===== config.mk =====
export PLATFORM = sky130hd
export DESIGN_NAME = sar_frame_reader
export DESIGN_NICKNAME = d
export VERILOG_FILES = /design/src/rtl/sfr_pkg.sv /design/src/rtl/sfr_sclk_gen.sv /design/src/rtl/sfr_capture.sv /design/src/rtl/sfr_gap_timer.sv /design/src/rtl/sar_frame_reader.sv
export SDC_FILE = /design/constraint.sdc
export NUM_CORES = 1
export LEC_CHECK = 0
export BUFFER_PORTS_ARGS = -buffer_cell sky130_fd_sc_hd__buf_2
export CORE_UTILIZATION = 31
export DETAILED_ROUTE_END_ITERATION = 16
export GPL_TIMING_DRIVEN = 0
export SYNTH_ARGS = -nofsm -noshare
export SYNTH_HDL_FRONTEND = slang
export SYNTH_HIERARCHICAL = 1
export SYNTH_SLANG_ARGS = --single-unit

===== constraint.sdc =====
create_clock -name clk -period 5.25 [get_ports clk]
set_input_delay 1.05 -clock clk [delete_from_list [all_inputs] [get_ports clk]]
set_output_delay 1.05 -clock clk [all_outputs]
set_load 0.01 [all_outputs]

===== src/rtl/sfr_pkg.sv =====
package sfr_pkg;

   typedef enum logic [1:0] {
      ST_IDLE  = 2'd0,
      ST_GAP   = 2'd1,
      ST_SHIFT = 2'd2,
      ST_TAIL  = 2'd3
   } sfr_state_e;

endpackage


===== src/rtl/sfr_sclk_gen.sv =====
module sfr_sclk_gen #(
   parameter int DIV_W = 8
) (
   input  logic             clk,
   input  logic             rst_n,
   input  logic             run,
   input  logic             hold_high,
   input  logic [DIV_W-1:0] div,
   output logic             sclk,
   output logic             rise_now,
   output logic             phase_end
);
   localparam logic [DIV_W-1:0] ONE = DIV_W'(1);

   if (DIV_W < 1) begin : g_bad_div
      $error("sfr_sclk_gen: DIV_W must be at least 1");
   end

   logic [DIV_W-1:0] hc;
   logic [DIV_W-1:0] lim;

   assign lim       = (div == '0) ? ONE : div;
   assign phase_end = run && (hc == lim - ONE);
   assign rise_now  = phase_end && !sclk;

   always_ff @(posedge clk or negedge rst_n) begin
      if (!rst_n) begin
         hc   <= '0;
         sclk <= 1'b1;
      end else if (!run) begin
         hc   <= '0;
         sclk <= 1'b1;
      end else if (phase_end) begin
         hc <= '0;
         if (!sclk)
            sclk <= 1'b1;
         else if (!hold_high)
            sclk <= 1'b0;
      end else begin
         hc <= hc + ONE;
      end
   end

   // a stopped generator parks the clock high
   a_r5_park_high: assert property (@(posedge clk) disable iff (!rst_n)
      !run |=> sclk);

   // while holding high the clock never falls
   a_r5_hold_no_fall: assert property (@(posedge clk) disable iff (!rst_n)
      (run && hold_high && sclk) |=> sclk);

endmodule


===== src/rtl/sfr_capture.sv =====
module sfr_capture #(
   parameter int RES_W       = 16,
   parameter int LEAD_W      = 4,
   parameter int TRAIL_W     = 4,
   parameter bit CHECK_ZEROS = 1'b1,
   localparam int FR_MAX     = LEAD_W + RES_W + TRAIL_W,
   localparam int CNT_W      = $clog2(FR_MAX + 1)
) (
   input  logic             clk,
   input  logic             rst_n,
   input  logic             clear,
   input  logic             sample,
   input  logic             sdata,
   input  logic             long_mode,
   output logic [CNT_W-1:0] count,
   output logic [RES_W-1:0] word,
   output logic             err
);
   localparam int FR_MIN = LEAD_W + RES_W;

   if (RES_W < 1 || LEAD_W < 1 || TRAIL_W < 1) begin : g_bad_cfg
      $error("sfr_capture: field widths must be at least 1");
   end

   logic [FR_MAX-1:0] shreg;

   always_ff @(posedge clk or negedge rst_n) begin
      if (!rst_n) begin
         shreg <= '0;
         count <= '0;
      end else if (clear) begin
         shreg <= '0;
         count <= '0;
      end else if (sample) begin
         shreg <= {shreg[FR_MAX-2:0], sdata};
         count <= count + CNT_W'(1);
      end
   end

   logic [RES_W-1:0]  word_long, word_short;
   logic [LEAD_W-1:0] lead_long, lead_short;
   logic [TRAIL_W-1:0] trail_bits;

   assign word_long  = shreg[TRAIL_W +: RES_W];
   assign word_short = shreg[RES_W-1:0];
   assign lead_long  = shreg[FR_MAX-1 -: LEAD_W];
   assign lead_short = shreg[FR_MIN-1 -: LEAD_W];
   assign trail_bits = shreg[TRAIL_W-1:0];
   assign word       = long_mode ? word_long : word_short;

   if (CHECK_ZEROS) begin : g_check
      assign err = long_mode ? ((|lead_long) || (|trail_bits)) : (|lead_short);
   end else begin : g_nocheck
      assign err = 1'b0;
   end

   // never more bits than the longest frame
   a_r2_count_bound: assert property (@(posedge clk) disable iff (!rst_n)
      count <= CNT_W'(FR_MAX));

   // a clear empties the bit counter
   a_r2_clear_empties: assert property (@(posedge clk) disable iff (!rst_n)
      clear |=> (count == '0));

endmodule


===== src/rtl/sfr_gap_timer.sv =====
module sfr_gap_timer #(
   parameter int GAP_W = 8
) (
   input  logic             clk,
   input  logic             rst_n,
   input  logic             cs_high,
   input  logic [GAP_W-1:0] gap,
   output logic             met
);
   localparam logic [GAP_W-1:0] SAT = '1;

   if (GAP_W < 1) begin : g_bad_gap
      $error("sfr_gap_timer: GAP_W must be at least 1");
   end

   logic [GAP_W-1:0] cnt;

   always_ff @(posedge clk or negedge rst_n) begin
      if (!rst_n)
         cnt <= SAT;
      else if (!cs_high)
         cnt <= '0;
      else if (cnt != SAT)
         cnt <= cnt + GAP_W'(1);
   end

   assign met = cs_high && (cnt >= gap);

   // the count never moves while the select is low
   a_r6_low_resets: assert property (@(posedge clk) disable iff (!rst_n)
      (!cs_high && $past(!cs_high)) |-> (cnt == '0));

endmodule


===== src/rtl/sar_frame_reader.sv =====
module sar_frame_reader
   import sfr_pkg::*;
#(
   parameter int RES_W       = 16,
   parameter int LEAD_W      = 4,
   parameter int TRAIL_W     = 4,
   parameter int DIV_W       = 8,
   parameter int GAP_W       = 8,
   parameter bit HAS_PD      = 1'b1,
   parameter bit CHECK_ZEROS = 1'b1
) (
   input  logic             clk,
   input  logic             rst_n,
   input  logic             start_i,
   input  logic             long_frame_i,
   input  logic             pd_req_i,
   input  logic [DIV_W-1:0] div_i,
   input  logic [GAP_W-1:0] gap_i,
   output logic             cs_n_o,
   output logic             sclk_o,
   input  logic             sdata_i,
   output logic             busy_o,
   output logic             valid_o,
   output logic [RES_W-1:0] result_o,
   output logic             frm_err_o
);
   localparam int FR_MAX = LEAD_W + RES_W + TRAIL_W;
   localparam int FR_MIN = LEAD_W + RES_W;
   localparam int CNT_W  = $clog2(FR_MAX + 1);
   localparam logic [CNT_W-1:0] LAST_LONG  = CNT_W'(FR_MAX - 1);
   localparam logic [CNT_W-1:0] LAST_SHORT = CNT_W'(FR_MIN - 1);

   sfr_state_e       state;
   logic             long_q;
   logic             start_ok;
   logic             gap_met;
   logic             run, hold_high, rise_now, phase_end;
   logic             sample, clear, last_bit;
   logic [CNT_W-1:0] bit_cnt;
   logic [RES_W-1:0] cap_word;
   logic             cap_err;

   if (HAS_PD) begin : g_pd
      assign start_ok = start_i && !pd_req_i;
   end else begin : g_nopd
      assign start_ok = start_i;
   end

   assign run       = (state == ST_SHIFT) || (state == ST_TAIL);
   assign hold_high = (state == ST_TAIL);
   assign sample    = (state == ST_SHIFT) && rise_now;
   assign clear     = (state == ST_GAP) && gap_met;
   assign last_bit  = sample && (bit_cnt == (long_q ? LAST_LONG : LAST_SHORT));
   assign busy_o    = (state != ST_IDLE);

   sfr_sclk_gen #(.DIV_W(DIV_W)) u_clk (
      .clk       (clk),
      .rst_n     (rst_n),
      .run       (run),
      .hold_high (hold_high),
      .div       (div_i),
      .sclk      (sclk_o),
      .rise_now  (rise_now),
      .phase_end (phase_end)
   );

   sfr_capture #(
      .RES_W       (RES_W),
      .LEAD_W      (LEAD_W),
      .TRAIL_W     (TRAIL_W),
      .CHECK_ZEROS (CHECK_ZEROS)
   ) u_cap (
      .clk       (clk),
      .rst_n     (rst_n),
      .clear     (clear),
      .sample    (sample),
      .sdata     (sdata_i),
      .long_mode (long_q),
      .count     (bit_cnt),
      .word      (cap_word),
      .err       (cap_err)
   );

   sfr_gap_timer #(.GAP_W(GAP_W)) u_gap (
      .clk     (clk),
      .rst_n   (rst_n),
      .cs_high (cs_n_o),
      .gap     (gap_i),
      .met     (gap_met)
   );

   always_ff @(posedge clk or negedge rst_n) begin
      if (!rst_n) begin
         state     <= ST_IDLE;
         long_q    <= 1'b0;
         cs_n_o    <= 1'b1;
         valid_o   <= 1'b0;
         result_o  <= '0;
         frm_err_o <= 1'b0;
      end else begin
         valid_o <= 1'b0;
         unique case (state)
            ST_IDLE: begin
               if (start_ok) begin
                  long_q <= long_frame_i;
                  state  <= ST_GAP;
               end
            end
            ST_GAP: begin
               if (gap_met) begin
                  cs_n_o <= 1'b0;
                  state  <= ST_SHIFT;
               end
            end
            ST_SHIFT: begin
               if (last_bit)
                  state <= ST_TAIL;
            end
            ST_TAIL: begin
               if (phase_end) begin
                  cs_n_o    <= 1'b1;
                  valid_o   <= 1'b1;
                  result_o  <= cap_word;
                  frm_err_o <= cap_err;
                  state     <= ST_IDLE;
               end
            end
            default: state <= ST_IDLE;
         endcase
      end
   end

   // the serial clock only moves while selected
   a_r5_sclk_idle_high: assert property (@(posedge clk) disable iff (!rst_n)
      cs_n_o |-> sclk_o);

   // a selected converter always means busy
   a_r8_busy_in_frame: assert property (@(posedge clk) disable iff (!rst_n)
      !cs_n_o |-> busy_o);

   // strobe is a single cycle and coincides with busy low
   a_r8_valid_pulse: assert property (@(posedge clk) disable iff (!rst_n)
      valid_o |=> !valid_o);
   a_r8_valid_not_busy: assert property (@(posedge clk) disable iff (!rst_n)
      valid_o |-> !busy_o);

   // the select only falls after the gap has elapsed
   a_r6_gap_respected: assert property (@(posedge clk) disable iff (!rst_n)
      $fell(cs_n_o) |-> $past(gap_met));

   // mode is frozen during a frame
   a_r10_mode_frozen: assert property (@(posedge clk) disable iff (!rst_n)
      (busy_o && $past(busy_o)) |-> $stable(long_q));

   if (HAS_PD) begin : g_pd_chk
      // idle-hold refuses starts
      a_r9_hold_idle: assert property (@(posedge clk) disable iff (!rst_n)
         (!busy_o && pd_req_i) |=> !busy_o);
   end

endmodule


# ---- After elaboration in Yosys (flattened, before gate mapping)
# Index checks and enable logic that the tools add are counted.
dict set report totals {
  reg_bits 68
  input_bits 22
  output_inout_bits 21
  elab_cells 77
}
dict set report classes {
  addsub 4
  magnitude_cmp 1
  eq_ne 12
  mux 26
  reduce_logical 23
}
# op n
set ops {}
lappend ops {{24-bit 2-to-1 mux} 2}
lappend ops {{8-bit 2-to-1 mux} 5}
lappend ops {{8-bit by 1-bit adder with 8-bit output, second input constant} 2}
lappend ops {{16-bit 2-to-1 mux} 1}
lappend ops {{4-bit OR reduction} 3}
lappend ops {{5-bit 2-to-1 mux} 2}
lappend ops {{2-bit inequality test, second input constant} 5}
lappend ops {{1-bit 2-to-1 mux} 9}
lappend ops {{8-bit == test} 1}
lappend ops {{8-bit >= comparator} 1}
lappend ops {{8-bit logical NOT} 1}
lappend ops {{2-bit 2-to-1 mux} 4}
lappend ops {{8-bit inequality test, second input constant} 1}
lappend ops {{2-bit case mux with 4 select lines} 1}
lappend ops {{8-bit by 1-bit subtractor with 8-bit output, second input constant} 1}
lappend ops {{1-bit logical AND} 7}
lappend ops {{2-bit nonzero test} 3}
lappend ops {{5-bit by 1-bit adder with 5-bit output, second input constant} 1}
lappend ops {{5-bit == test} 1}
lappend ops {{2-bit == test, second input constant} 2}
lappend ops {{2-bit AND reduction} 2}
lappend ops {{4-bit AND reduction} 1}
lappend ops {{3-bit 2-to-1 mux} 1}
lappend ops {{3-bit AND reduction} 1}
lappend ops {{6 further kinds} 8}

# ---- Depth between registers and ports, before layout
dict set report logic_depth {
  ltp_word 10
  mapped_depth 13
  mapped_depth_nobuf 13
}

# ---- Hierarchy
# The synthesis kept the hierarchy.
# mod n_inst cells_each area_each_um2 seq_area_each_um2
set by_module_without_submodules {}
lappend by_module_without_submodules {sfr_capture 1 121 1418.9 725.7}
lappend by_module_without_submodules {sar_frame_reader 1 68 967.2 551.8}
lappend by_module_without_submodules {sfr_sclk_gen 1 77 709.4 226.5}
lappend by_module_without_submodules {sfr_gap_timer 1 69 601.8 210.2}

# ---- Worst setup path after synthesis
# Ideal clock, no wire load.
dict set report synth_path {
  kind {input to register}
  startpoint {input div_i[2]}
  endpoint {register state[1]}
  setup_time_ns 0.128
  arrival_ns 3.436
  t_required_ns 5.122
  setup_slack_ns 1.687
  stages 12
  n_path_buf 0
  path_cell_list {nor4_1 > a21oi_1 > ha_1 > xor2_1 > o2111ai_1 > nand4bb_4 > nor2_2 > and2_1 > inv_1 > a221o_1 > a21oi_2 > mux2_1}
}
dict set report synth_between {
  elab_chain_len 10
  elab_cells_between_ends 11
  cone_classes {add/sub: 1; eq/ne: 3; mux: 1; reduce/logical: 6}
}
# item line
set synth_lines {}
lappend synth_lines {{from (decl)} sar_frame_reader.sv:17} ;# input logic [DIV_W-1:0] div_i,
lappend synth_lines {{8-bit logical NOT} sfr_sclk_gen.sv:22} ;# assign lim = (div == '0) ? ONE : div;
lappend synth_lines {{8-bit 2-to-1 mux (*)} sfr_sclk_gen.sv:22}
lappend synth_lines {{8-bit by 1-bit subtractor with 8-bit output (*)} sfr_sclk_gen.sv:23} ;# assign phase_end = run && (hc == lim - ONE);
lappend synth_lines {{8-bit == test (*)} sfr_sclk_gen.sv:23}
lappend synth_lines {{1-bit logical AND (*)} sfr_sclk_gen.sv:23}
lappend synth_lines {{via phase_end} sar_frame_reader.sv:37} ;# logic run, hold_high, rise_now, phase_end;
lappend synth_lines {{1-bit logical AND} sfr_sclk_gen.sv:24} ;# assign rise_now = phase_end && !sclk;
lappend synth_lines {{1-bit logical AND} sar_frame_reader.sv:51} ;# assign sample = (state == ST_SHIFT) && rise_now;
lappend synth_lines {{1-bit logical AND} sar_frame_reader.sv:53} ;# assign last_bit = sample && (bit_cnt == (long_q ? LAST_LONG : LAST_SHORT));
lappend synth_lines {{2-bit inequality test (no line)} --}
lappend synth_lines {{4-bit AND reduction (no line) (*)} --}
lappend synth_lines {{to (signal assigned)} sar_frame_reader.sv:94} ;# state <= ST_IDLE;
lappend synth_lines {{to (signal assigned)} sar_frame_reader.sv:106} ;# state <= ST_GAP;
lappend synth_lines {{to (signal assigned)} sar_frame_reader.sv:112} ;# state <= ST_SHIFT;
lappend synth_lines {{to (decl)} sar_frame_reader.sv:33} ;# sfr_state_e state;
# Mark *: on every way through the listed nets, which the timed path passes. The rest lies on a longest branch.
# A chain may end at the register's enable or synchronous reset.

# ---- Final worst setup path
# Ends and elaborated chain as after synthesis.

==> parameters.txt <==
Parameter                              Value

Power and ir drop
  Portion of total power attributed to combinational logic    0.182
  Fraction of power consumed by the clock network    0.421
  Internal cell power    1.037 mW
  Leakage power    2.110 nW
  Switching power summed over all nets    400.7 uW
  Proportion of total power due to net switching    0.2788
  Peak supply drop    0.1492 mV
  Share of total power in sequential cells    0.397
  Final Total Pwr    1.438 mW
  Total power divided by cell area    327.5 mW/mm^2

Critical path
  Worst Setup Path Type    input port to flip-flop
  Gate family responsible for the most delay along the worst path    simple AND/OR/NAND/NOR gates
  Maximum fanout along the worst path    6
  Beginning of the worst register-to-register path    u_gap/cnt[0]$_DFFE_PN1P_
  Kind of start point of the critical path    input port
  Beginning of the critical path    div_i[2]
  Critical path's largest stage delay    380 ps
  Data required time of the worst path    5460 ps
  CP arrival    3840 ps
  List of cells traversed by the critical path    buf_2 > nor4_1 > a21oi_1 > ha_1 > xor2_1 > o2111ai_1 > nand4bb_4 > nor2_2 > and2_1 > inv_1 > a221o_1 > a21oi_2 > mux2_1
  Worst reg-to-reg setup slack    2600 ps
  Type of element capturing the critical path    flip-flop
  Path depth of the worst reg2reg path    9
  Critical-path cell with the highest stage delay    a221o_1
  Worst Path Buf+Inv    2
  WP depth    13

Logic synthesis
  Largest cells by area after synthesis    dfrtp_1, mux2_2, mux2i_1
  Number of distinct standard cells referenced by the synthesized netlist    56
  Net count of the mapped netlist    374
  Top cell type by total area after synthesis    dfrtp_1
  Number of warnings reported in the yosys synthesis log    6
  Area share of the largest cell type after synthesis    0.3926
  Post-synthesis instance area    0.003697 mm^2
  Share of flip-flops with an asynchronous set or reset after synthesis    1.000
  Post-synthesis average cell area    11.04 um^2
  Share of the yosys chip area belonging to registers    0.4636
  #FFs+latches synth    68
  Dominant synthesized flop cell    dfrtp_1
  Count of flip-flops with a built-in enable after synthesis    0
  Count of mapped cells out of synthesis    335

Clocking
  Total clock buffers created by CTS    9
  Worst-skew pair later-pin latency    330 ps
  Postcts setup bufs    0
  CTS H-tree depth    3
  Maximum buffer depth of the clock tree    2
  Number of cells upsized or downsized after cts    0
  Number of sinks driven by the clock tree    slightly below 70
  CTS tree    done
  Hold buffer count at cts    0
  Clock transition at the register clock pins on the worst setup and hold paths after CTS    60 ps
  Clk Tree Root Cell    clkbuf_16

GRT
  Wire length of the first global-routing pass    12,680 um
  Sum of overflow across all layers after global routing    0
  Initial antenna violation count    0
  Number of global-route vias before repair    2,584
  GRT Overall Usage    0.1274
  Pin count of the biggest net entering global routing    69

Final layout
  Total Nets Final    approximately 430
  Final Non-Filler Cells    between 500 and 600
  Filler Cell Count    1,154
  End-of-flow core utilization    0.3811
  Diode count    0
  Fraction of final layout cells sized beyond drive strength 1    0.3232
  Layout area overhead    18.71%

Die
  Starting density of the core    0.3211
  Cell Rows    39
  Die height    111.2 um
  X dimension of the die    111.2 um
  Placeable core region    0.01152 mm^2
  I/O Pins    between 40 and 50
  Die Footprint    roughly 0.012 mm^2

Timing
  Least-Margin Pin Slew    852.4 ps
  Post-Route Setup TNS    0 ps
  Final Critical Period    3626 ps
  Total count of hold-check failures in the final report    0
  Count of final max-slew check failures    0
  Top achievable clock speed    275.8 MHz
  Final Skew    approximately 9 ps
  Unrepaired setup endpoints after global routing    no
  Relative slew slack    0.4317
  Ratio of final minimum period to clock period    0.6907
  Number of failing setup endpoints in the final timing report    0

Place
  Cell total after placement    between 500 and 600
  Quantity of I/O buffers inserted on ports    42
  GP Congestion    around 0.78
  Detail Placement HPWL    about 5100 um

Route
  First-pass detailed-route iteration total    10
  Detailed-route via count    2,586
  Wirelength, routed    6991 um
  Number of DRC markers in iteration 0    103
  Number of DRC violations after detailed routing    4
  Routed length per instance    13.04 um
  Number of routed nets with antenna violations    0
  Via-to-Cell Ratio    4.825

Status
  Violations in the final reports    DRC
  Status    finished, violations left

Worst hold path
  Min-Delay Path Depth    1
  Worst hold path type    flip-flop to flip-flop
  Worst Hold Launch    result_o[11]$_DFFE_PN0P_

Run
  Number of maximum-capacitance violations    0
[metrics by stage]
stage          area, um^2  hold WS, ps  setup slack (ps)
2_1_floorplan        3697        473.9              1687
3_3_place_gp         4086        488.1              1290
3_5_place_dp         4089        488.5              1304
4_1_cts              4389        506.3              1653
5_1_grt              4389        522.3              1339
6_report             4389        500.5              1624
[worst register-to-register path: cells and delay by family, from the launching register on]
family / cells / cell delay (ps)
AO/OA/AOI/OAI: 3 / 700
AND/OR/NAND/NOR: 2 / 270
buffers and inverters: 3 / 730
flip-flops: 1 / 550
adder cells (fa/ha/maj): 1 / 280
[cell type report]
class	instances	area, um^2	share of cell area
flip-flops and latches	68	1714	0.3905
repair buffers	42	212.7	0.04846
clock inverters	7	75.07	0.01710
plain buffers	9	53.80	0.01226
clock buffers	9	225.2	0.05131
multi-input cells	237	1851	0.4216
inverters	21	78.83	0.01796
well taps	143	178.9	0.04076
[flip-flops by register name, indices dropped and copies added, names as in the netlist]
signal and cells:
u_cap/shreg 24, result_o 16, u_clk/hc 8, u_gap/cnt 8, u_cap/count 5, state 2, cs_n_o 1, frm_err_o 1
long_q 1, u_clk/sclk 1, valid_o 1
[layer usage]
layer / share of wire / vias up / wire, um / global-route usage
li1: - / 1280 / - / -
met1: 0.48 / 1256 / 3341 / 0.1672
met2: 0.47 / 38 / 3308 / 0.2042
met3: 0.036 / 12 / 249 / 0.03335
met4: 0.013 / 0 / 91 / 0.04054
met5: 0 / - / 0 / 0
[cell usage after synthesis, types with 7 or more instances]
master,count
a21oi_1,9
dfrtp_1,58
dfstp_2,10
ha_1,17
inv_1,21
mux2_2,34
mux2i_1,27
nand2_1,11
nand3_1,9
nor2_1,44
nor3_1,7
o21ai_0,7
xnor2_1,10
xor2_1,9
[power groups by stage]
stage | clock network (mW) | logic [mW] | registers, mW
3_3_place_gp | 0 | 0.259 | 0.580
5_1_grt | 0.645 | 0.302 | 0.575
6_report | 0.605 | 0.261 | 0.571
2_1_floorplan | 0 | 0.201 | 0.574
3_5_place_dp | 0 | 0.268 | 0.581
4_1_cts | 0.620 | 0.269 | 0.572
[placed cells by master, fill, tap and decap left out, types with 10 or more instances in the layout]
cell type | synthesis | layout
dfstp_2 | 10 | 10
xnor2_1 | 10 | 10
dfrtp_1 | 58 | 58
nand2_1 | 11 | 11
inv_1 | 21 | 21
ha_1 | 17 | 17
nor2_1 | 44 | 44
buf_2 | 4 | 45
mux2i_1 | 27 | 27
mux2_2 | 34 | 34
[path summary, 6_finish.rpt]
path | end
worst min register to register | result_o[11]$_DFFE_PN0P_
max in group asynchronous | u_cap/shreg[11]$_DFFE_PN0P_
worst max-delay path | state[1]$_DFFE_PN0P_
min in group asynchronous | state[1]$_DFFE_PN0P_
worst min-delay path | result_o[11]$_DFFE_PN0P_
worst max register to register | u_cap/shreg[8]$_DFFE_PN0P_
[cell families after synthesis]
group,count (synthesis),share of synthesized area
AO/OA/AOI/OAI,32,0.06227
buffers and inverters,30,0.03587
multiplexers,62,0.1797
adder cells (fa/ha/maj),17,0.05753
AND/OR/NAND/NOR,107,0.1560
flip-flops,68,0.4636
XOR/XNOR,19,0.04501
Note: power is estimated with default switching activity, not from simulation.
